<file path="config.mk">
export PLATFORM = sky130hd
export DESIGN_NAME = ecc256_gen
export DESIGN_NICKNAME = d
export VERILOG_FILES = /design/src/rtl/ecc256_pkg.sv /design/src/rtl/ecc_byte_ctr.sv /design/src/rtl/ecc_col_acc.sv /design/src/rtl/ecc_line_acc.sv /design/src/rtl/ecc256_gen.sv
export SDC_FILE = /design/constraint.sdc
export NUM_CORES = 1
export LEC_CHECK = 0
export ABC_AREA = 1
export ABC_CLOCK_PERIOD_IN_PS = 1550
export BUFFER_PORTS_ARGS = -buffer_cell sky130_fd_sc_hd__buf_4
export CORE_ASPECT_RATIO = 1.5
export CORE_MARGIN = 1.5
export CORE_UTILIZATION = 35
export CTS_CLUSTER_SIZE = 24
export DETAILED_ROUTE_END_ITERATION = 8
export PLACE_DENSITY = 0.7
export SYNTH_ARGS = -nofsm -noshare
export SYNTH_HDL_FRONTEND = slang
export SYNTH_SLANG_ARGS = --single-unit
</file>
<file path="constraint.sdc">
create_clock -name clk -period 1.55 [get_ports clk]
set_input_delay 0.155 -clock clk [delete_from_list [all_inputs] [get_ports clk]]
set_output_delay 0.155 -clock clk [all_outputs]
set_load 0.05 [all_outputs]
</file>
<file path="src/rtl/ecc256_pkg.sv">
// Package: default geometry shared by the parity generator and its parts.
// Assumes one result per chunk of ECC_CHUNK bytes of ECC_DATA_W bits.
package ecc256_pkg;
    localparam int unsigned ECC_DATA_W = 8;
    localparam int unsigned ECC_CHUNK  = 256;
endpackage

</file>
<file path="src/rtl/ecc_byte_ctr.sv">
// Module: position of the next byte inside the current chunk.
// Flags the accepted byte that closes a chunk. Assumes CHUNK is a power of two,
// so the counter wraps to 0 on its own after the last byte.
module ecc_byte_ctr #(
    parameter int unsigned IDX_W = 8
) (
    input  logic             clk,
    input  logic             rst_n,
    input  logic             clr,
    input  logic             step,
    output logic [IDX_W-1:0] idx,
    output logic             last
);
    // last byte of a chunk: accepted, not cancelled by a clear, at top index
    assign last = step && !clr && (&idx);

    // advance on each accepted byte; clear or reset returns to position 0
    always_ff @(posedge clk) begin
        if (!rst_n || clr) idx <= '0;
        else if (step)     idx <= idx + 1'b1;
    end

    AST_CLR_RESTART: assert property (@(posedge clk) disable iff (!rst_n)
        clr |=> (idx == '0));
    AST_IDLE_HOLD: assert property (@(posedge clk) disable iff (!rst_n)
        (!step && !clr) |=> $stable(idx));
    AST_STEP_ADV: assert property (@(posedge clk) disable iff (!rst_n)
        (step && !clr) |=> (idx == IDX_W'($past(idx) + 1'b1)));
endmodule

</file>
<file path="src/rtl/ecc_col_acc.sv">
// Module: running column parity over bit positions of each byte.
// Pair k holds the XOR of the bits whose position has bit k clear (even slot)
// and set (odd slot). col_next includes the byte on the input this cycle.
module ecc_col_acc #(
    parameter int unsigned DATA_W = 8,
    localparam int unsigned POS_W = $clog2(DATA_W),
    localparam int unsigned COL_W = 2 * POS_W
) (
    input  logic              clk,
    input  logic              rst_n,
    input  logic              restart,
    input  logic              step,
    input  logic [DATA_W-1:0] din,
    output logic [COL_W-1:0]  col_next
);
    logic [COL_W-1:0] col_q;
    logic [COL_W-1:0] col_par;

    // mask of bit positions whose index has bit k set
    function automatic logic [DATA_W-1:0] hi_mask(input int unsigned k);
        logic [DATA_W-1:0] m;
        for (int unsigned b = 0; b < DATA_W; b++) m[b] = ((b >> k) & 1) != 0;
        return m;
    endfunction

    genvar k;
    generate
        for (k = 0; k < POS_W; k++) begin : g_pair
            assign col_par[2*k+1] = ^(din & hi_mask(k));
            assign col_par[2*k]   = ^(din & ~hi_mask(k));
        end
    endgenerate

    // fold the current byte into the running value when it is accepted
    assign col_next = col_q ^ (step ? col_par : '0);

    // hold running value; empty it on reset or chunk restart
    always_ff @(posedge clk) begin
        if (!rst_n || restart) col_q <= '0;
        else                   col_q <= col_next;
    end
endmodule

</file>
<file path="src/rtl/ecc_line_acc.sv">
// Module: running line parity over the byte index within the chunk.
// For address bit k, the odd slot collects byte parities at indices with bit k
// set and the even slot those with bit k clear.
module ecc_line_acc #(
    parameter int unsigned DATA_W = 8,
    parameter int unsigned IDX_W  = 8,
    localparam int unsigned LINE_W = 2 * IDX_W
) (
    input  logic              clk,
    input  logic              rst_n,
    input  logic              restart,
    input  logic              step,
    input  logic [DATA_W-1:0] din,
    input  logic [IDX_W-1:0]  idx,
    output logic [LINE_W-1:0] line_next
);
    logic [LINE_W-1:0] line_q;
    logic [LINE_W-1:0] contrib;
    logic              bpar;

    assign bpar = ^din;

    genvar k;
    generate
        for (k = 0; k < IDX_W; k++) begin : g_addr
            assign contrib[2*k+1] = step & bpar & idx[k];
            assign contrib[2*k]   = step & bpar & ~idx[k];
        end
    endgenerate

    assign line_next = line_q ^ contrib;

    // hold running value; empty it on reset or chunk restart
    always_ff @(posedge clk) begin
        if (!rst_n || restart) line_q <= '0;
        else                   line_q <= line_next;
    end
endmodule

</file>
<file path="src/rtl/ecc256_gen.sv">
// Module: chunked Hamming parity generator for a flash data stream.
// Takes one byte per cycle when en and byte_vld are high. Latches
// {line, column} parity after each CHUNK_BYTES bytes and restarts with no gap.
// Assumes CHUNK_BYTES and DATA_W are powers of two.
module ecc256_gen
    import ecc256_pkg::*;
#(
    parameter int unsigned DATA_W      = ECC_DATA_W,
    parameter int unsigned CHUNK_BYTES = ECC_CHUNK,
    localparam int unsigned IDX_W   = $clog2(CHUNK_BYTES),
    localparam int unsigned COL_W   = 2 * $clog2(DATA_W),
    localparam int unsigned LINE_W  = 2 * IDX_W,
    localparam int unsigned RAW_W   = COL_W + LINE_W,
    localparam int unsigned STORE_W = RAW_W + 2
) (
    input  logic               clk,
    input  logic               rst_n,
    input  logic               clr,
    input  logic               en,
    input  logic               byte_vld,
    input  logic [DATA_W-1:0]  byte_in,
    output logic [RAW_W-1:0]   ecc_raw,
    output logic [STORE_W-1:0] ecc_stored,
    output logic               chunk_done
);
    logic              take;
    logic              acc_step;
    logic              restart;
    logic              last;
    logic [IDX_W-1:0]  idx;
    logic [COL_W-1:0]  col_next;
    logic [LINE_W-1:0] line_next;

    assign take     = en && byte_vld;
    assign acc_step = take && !clr;
    assign restart  = clr || last;

    ecc_byte_ctr #(.IDX_W(IDX_W)) u_ctr (
        .clk(clk), .rst_n(rst_n), .clr(clr), .step(take),
        .idx(idx), .last(last)
    );

    ecc_col_acc #(.DATA_W(DATA_W)) u_col (
        .clk(clk), .rst_n(rst_n), .restart(restart), .step(acc_step),
        .din(byte_in), .col_next(col_next)
    );

    ecc_line_acc #(.DATA_W(DATA_W), .IDX_W(IDX_W)) u_line (
        .clk(clk), .rst_n(rst_n), .restart(restart), .step(acc_step),
        .din(byte_in), .idx(idx), .line_next(line_next)
    );

    // latch the finished chunk result and raise the one-cycle done flag
    always_ff @(posedge clk) begin
        if (!rst_n) begin
            ecc_raw    <= '0;
            chunk_done <= 1'b0;
        end else begin
            chunk_done <= last;
            if (last) ecc_raw <= {line_next, col_next};
        end
    end

    // spare-area form: shifted up two places and inverted
    assign ecc_stored = ~{ecc_raw, 2'b00};

    AST_DONE_AFTER_LAST: assert property (@(posedge clk) disable iff (!rst_n)
        last |=> chunk_done);
    AST_DONE_PULSE: assert property (@(posedge clk) disable iff (!rst_n)
        chunk_done |=> !chunk_done);
    AST_RAW_HOLD: assert property (@(posedge clk) disable iff (!rst_n)
        !chunk_done |-> $stable(ecc_raw));
    AST_STORED_LOW: assert property (@(posedge clk) disable iff (!rst_n)
        ecc_stored[1:0] == 2'b11);
endmodule

</file>
* After elaboration in Yosys (flattened, before gate mapping)
Cells that the tools add are included.
** Operators by class
- Add/sub/neg operators :: 1
- Multiplexer cells :: 1
- Bitwise gates (word level) :: 28
- Reductions and logical operators :: 16
** Operators with widths (count)
- $reduce_xor A8 Y1 :: 7
- $not A24 Y24 :: 1
- $and A1 B1 Y1 :: 17
- $xor A16 B16 Y16 :: 1
- $add A8 B1 Y8 const B :: 1
- $not A1 Y1 :: 8
- $reduce_and A8 Y1 :: 1
- $mux W6 :: 1
- $xor A6 B6 Y6 :: 1
- $logic_and A1 B1 Y1 :: 3
- $logic_or A1 B1 Y1 :: 3
- $logic_not A1 Y1 :: 2
** Word-level totals
- Bits in registers :: 53
- Bits of input ports :: 13
- Output and inout port bits :: 47
- Word-level logic and storage cells :: 51

* Logic depth before layout (Yosys ltp)
- Depth after elaboration :: 5
- Gate-level depth with buffers :: 12
- Mapped depth without buffers :: 11

* Modules after synthesis
From an unflattened synthesis, not the netlist that was laid out.
** Second synthesis, totals
- Cell total of the unflattened synthesis :: 525
- Area total of the unflattened synthesis :: 3143.0 µm²
** Modules (own cells, without submodules)
- ecc_line_acc :: times used 1, cells an instance 190, area each 1126.1 µm², sequential area each 320.3 µm²
- ecc256_gen :: times used 1, cells an instance 171, area each 1078.5 µm², sequential area each 460.4 µm²
- ecc_col_acc :: times used 1, cells an instance 113, area each 563.0 µm², sequential area each 120.1 µm²
- ecc_byte_ctr :: times used 1, cells an instance 51, area each 375.4 µm², sequential area each 160.2 µm²

* Least setup slack after synthesis
OpenSTA, ideal clock, no wires.
- Path type :: register to register
- From :: register u_ctr.idx[0]
- To :: register ecc_raw[4]
- Library setup time :: 0.117 ns
- Data arrival time :: 1.348 ns
- Required time :: 1.433 ns
- Setup slack :: 0.086 ns
- Stages on the path, launching flop included :: 10
- Buffers on the path :: 1
- Clock period less this slack :: 1.464 ns
- Cell sequence :: dfxtp_1 ha_1 nand3_1 nor3_4 nand2_4 clkinv_4 buf_8 nand3_2 o211ai_1 inv_1
** On the way
- Longest elaborated chain between the ends :: 2
** Ends and longest elaborated chain
- start: declaration :: line ecc_byte_ctr.sv:11 : output logic [IDX_W-1:0] idx,
- start signal: assignment :: line ecc_byte_ctr.sv:20 : else if (step) idx <= idx + 1'b1;
- $reduce_and A8 Y1 :: line ecc_byte_ctr.sv:15 : assign last = step && !clr && (&idx);
- $logic_and A1 B1 Y1 :: line ecc_byte_ctr.sv:15
- end signal: assignment :: line ecc256_gen.sv:60 : if (last) ecc_raw <= {line_next, col_next};
- end: declaration :: line ecc256_gen.sv:22 : output logic [RAW_W-1:0] ecc_raw,
No other way between the ends.
A chain may end at the register's enable or synchronous reset.

* Worst setup path after layout
- From :: register u_ctr.idx[1]
- To :: register u_line.line_q[10]
** On the way
- Longest elaborated chain between the ends :: 4
** Ends and longest elaborated chain
- $reduce_and A8 Y1 :: line ecc_byte_ctr.sv:15
- $logic_and A1 B1 Y1 :: line ecc_byte_ctr.sv:15
- $logic_or A1 B1 Y1 :: line ecc256_gen.sv:36 : assign restart = clr || last;
- $logic_or A1 B1 Y1 :: line ecc_line_acc.sv:35 : if (!rst_n || restart) line_q <= '0;
- end signal: assignment :: line ecc_line_acc.sv:36 : else line_q <= line_next;
- end: declaration :: line ecc_line_acc.sv:17 : logic [LINE_W-1:0] line_q;
No other way between the ends.

==> impl_metrics.env <==
export IMPL_cts_buffer_depth=2
export IMPL_cp_max_fo=20
export IMPL_synth_avg_cell_area_um2=6.92
export IMPL_holdWs_ps=154
export IMPL_worst_setup_path_end_kind="register"
export IMPL_drive_gt1_frac=0.277
export IMPL_postCtsHoldBufs=0
export IMPL_antenna_found_initial=0
export IMPL_start_kind="register"
export IMPL_tritoncts="yes"
export IMPL_wire_per_inst_um=11.9
export IMPL_cts_buffers=5
export IMPL_num_vias=2671
export IMPL_fmaxAchievable_mhz=646
export IMPL_dp_hpwl_um=4620
export IMPL_drt_iter0_markers=105
export IMPL_cts_root_buffer="clkbuf_16"
export IMPL_grt_usage=0.160
export IMPL_clock_sinks=53
export IMPL_gp_congestion=0.758
export IMPL_maxCapViolations=0
export IMPL_wl_um=6670
export IMPL_die_area_um2=8310
export IMPL_finalSetupViolCount=0
export IMPL_synth_top_area_cell="dfxtp_1"
export IMPL_insertion_delay_ps=290
export IMPL_hp_class="in2reg"
export IMPL_crit_arrival_ps=1700
export IMPL_grt_first_pass_wirelength_um=10700
export IMPL_die_h_um=111
export IMPL_synth_cells=393
export IMPL_io_pins=60
export IMPL_final_common_cell="nand2_1"
export IMPL_ys_warnings_count=0
export IMPL_area_growth_pct=32.6
export IMPL_syn_area_um2=2720
export IMPL_firstDrtPassIters=4
export IMPL_globalRouteOverflowTotal=0
export IMPL_finalMaxSlewViolations=0
export IMPL_p_per_area_nw_per_um2=766
export IMPL_yosysTopAreaCellShare=0.390
export IMPL_clk_pin_slew_ps=70
export IMPL_status="complete, no violations"
export IMPL_vias_per_cell=4.76
export IMPL_n_antenna_cell=0
export IMPL_tns_ps=0
export IMPL_fin_crit_ps=1550
export IMPL_ant_nets=0
export IMPL_initial_utilization=0.359
export IMPL_final_cell_mix="nand2_1, inv_1, buf_4"
export IMPL_r2r_slack_ps=2
export IMPL_core_area_um2=7560
export IMPL_path_class="reg2reg"
export IMPL_grt_pass1_vias=2578
export IMPL_p_leak_nw=1.57
export IMPL_skew_ps=5.90
export IMPL_drc=0
export IMPL_rows=39
export IMPL_total_power_mw=2.76
export IMPL_cp_required_ps=1710
export IMPL_fillers=744
export IMPL_ys_ff_latch=53
export IMPL_numPortBuffers=57
export IMPL_finalHoldViolations=0
export IMPL_peakVddDrop_mv=0.681
export IMPL_die_x_um=74.9
export IMPL_synth_cell_type_count=28
export IMPL_grt_max_degree=32
export IMPL_synth_area_top_cells="dfxtp_1, nand2_1, inv_1"
export IMPL_final_nets=473
export IMPL_post_route_util=0.477
export IMPL_yosysSeqAreaShare=0.390
export IMPL_htreeDepth=2
export IMPL_rsz0062_at_grt="true"
export IMPL_period_share=0.999
-- cells by family after synthesis --
family / Yosys count / synth area share
simple gates: 174 / 0.305
fa+ha+maj: 1 / 0.00460
other cells: 1 / 0.00138
buf+inv: 101 / 0.171
xor+xnor: 4 / 0.0129
compound gates: 59 / 0.115
flops: 53 / 0.390
-- where the power goes --
part | leakage (nW) | internal (mW) | total [mW] | switching [mW]
clock | 0.0700 | 0.635 | 1.10 | 0.467
sequential | 0.428 | 1.37 | 1.38 | 0.00681
combinational | 1.08 | 0.0949 | 0.279 | 0.184
-- cell usage after synthesis, drive strengths merged --
cell type	n
nor3	1
nor2	14
conb	1
clkbuf	1
nand3	36
a21oi	43
nand4	18
o211a	2
dfxtp	53
and3	2
nand2	101
o211ai	3
buf	16
inv	83
o21ai	11
clkinv	1
or2	2
xnor2	4
ha	1
-- layout make-up --
cell class,instances,area [µm²],area share
multi-input combinational,240,1310,0.363
timing repair inverter,1,8.76,0.00243
sequential,53,1060,0.295
inverter,84,328,0.0909
clock buffer,7,143,0.0396
tap,102,128,0.0354
timing repair buffer,74,626,0.174
-- repair_timing --
item | 4_1_cts | 5_1_grt
gates cloned | 0 | 2
gates resized for setup | 1 | 34
buffers inserted | 1 | 1
endpoints found under the hold margin | 0 | 0
pin swaps | 1 | 9
endpoints found under the setup margin | 19 | 43
-- worst max-delay path, cell delays in order, from the launching register on --
cell and delay (ps):
dfxtp_2 360, ha_4 160, nand3_4 90, nor3_4 250, nand2_4 200, nand2_2 130, buf_12 160, a21oi_1 60
-- final timing paths --
check        depth (start not counted)                 to         startpoint
max                                  7  u_line.line_q[10]       u_ctr.idx[1]
min                                  3         ecc_raw[4]              rst_n
max reg2reg                          7  u_line.line_q[10]       u_ctr.idx[1]
min reg2reg                          2  u_line.line_q[12]  u_line.line_q[12]
-- stage by stage --
stage | cells | setup WS, ps | area [µm²]
2_1_floorplan | 394 | 85.8 | 2720
3_3_place_gp | 550 | 72.4 | 3260
3_5_place_dp | 550 | -40.0 | 3260
4_1_cts | 558 | 1.23 | 3430
5_1_grt | 561 | -97.5 | 3600
6_report | 561 | 2.28 | 3600
-- state kept, by name (all words and copies together), names as in the netlist --
register	count
chunk_done	1
ecc_raw	22
u_col.col_q	6
u_ctr.idx	8
u_line.line_q	16
-- routing by layer --
metal,global-route usage,share of wire
met5,0,0
met4,0.0679,0.027
met3,0.0318,0.047
met2,0.286,0.52
met1,0.176,0.40
Power figures use the tool's default switching activity.
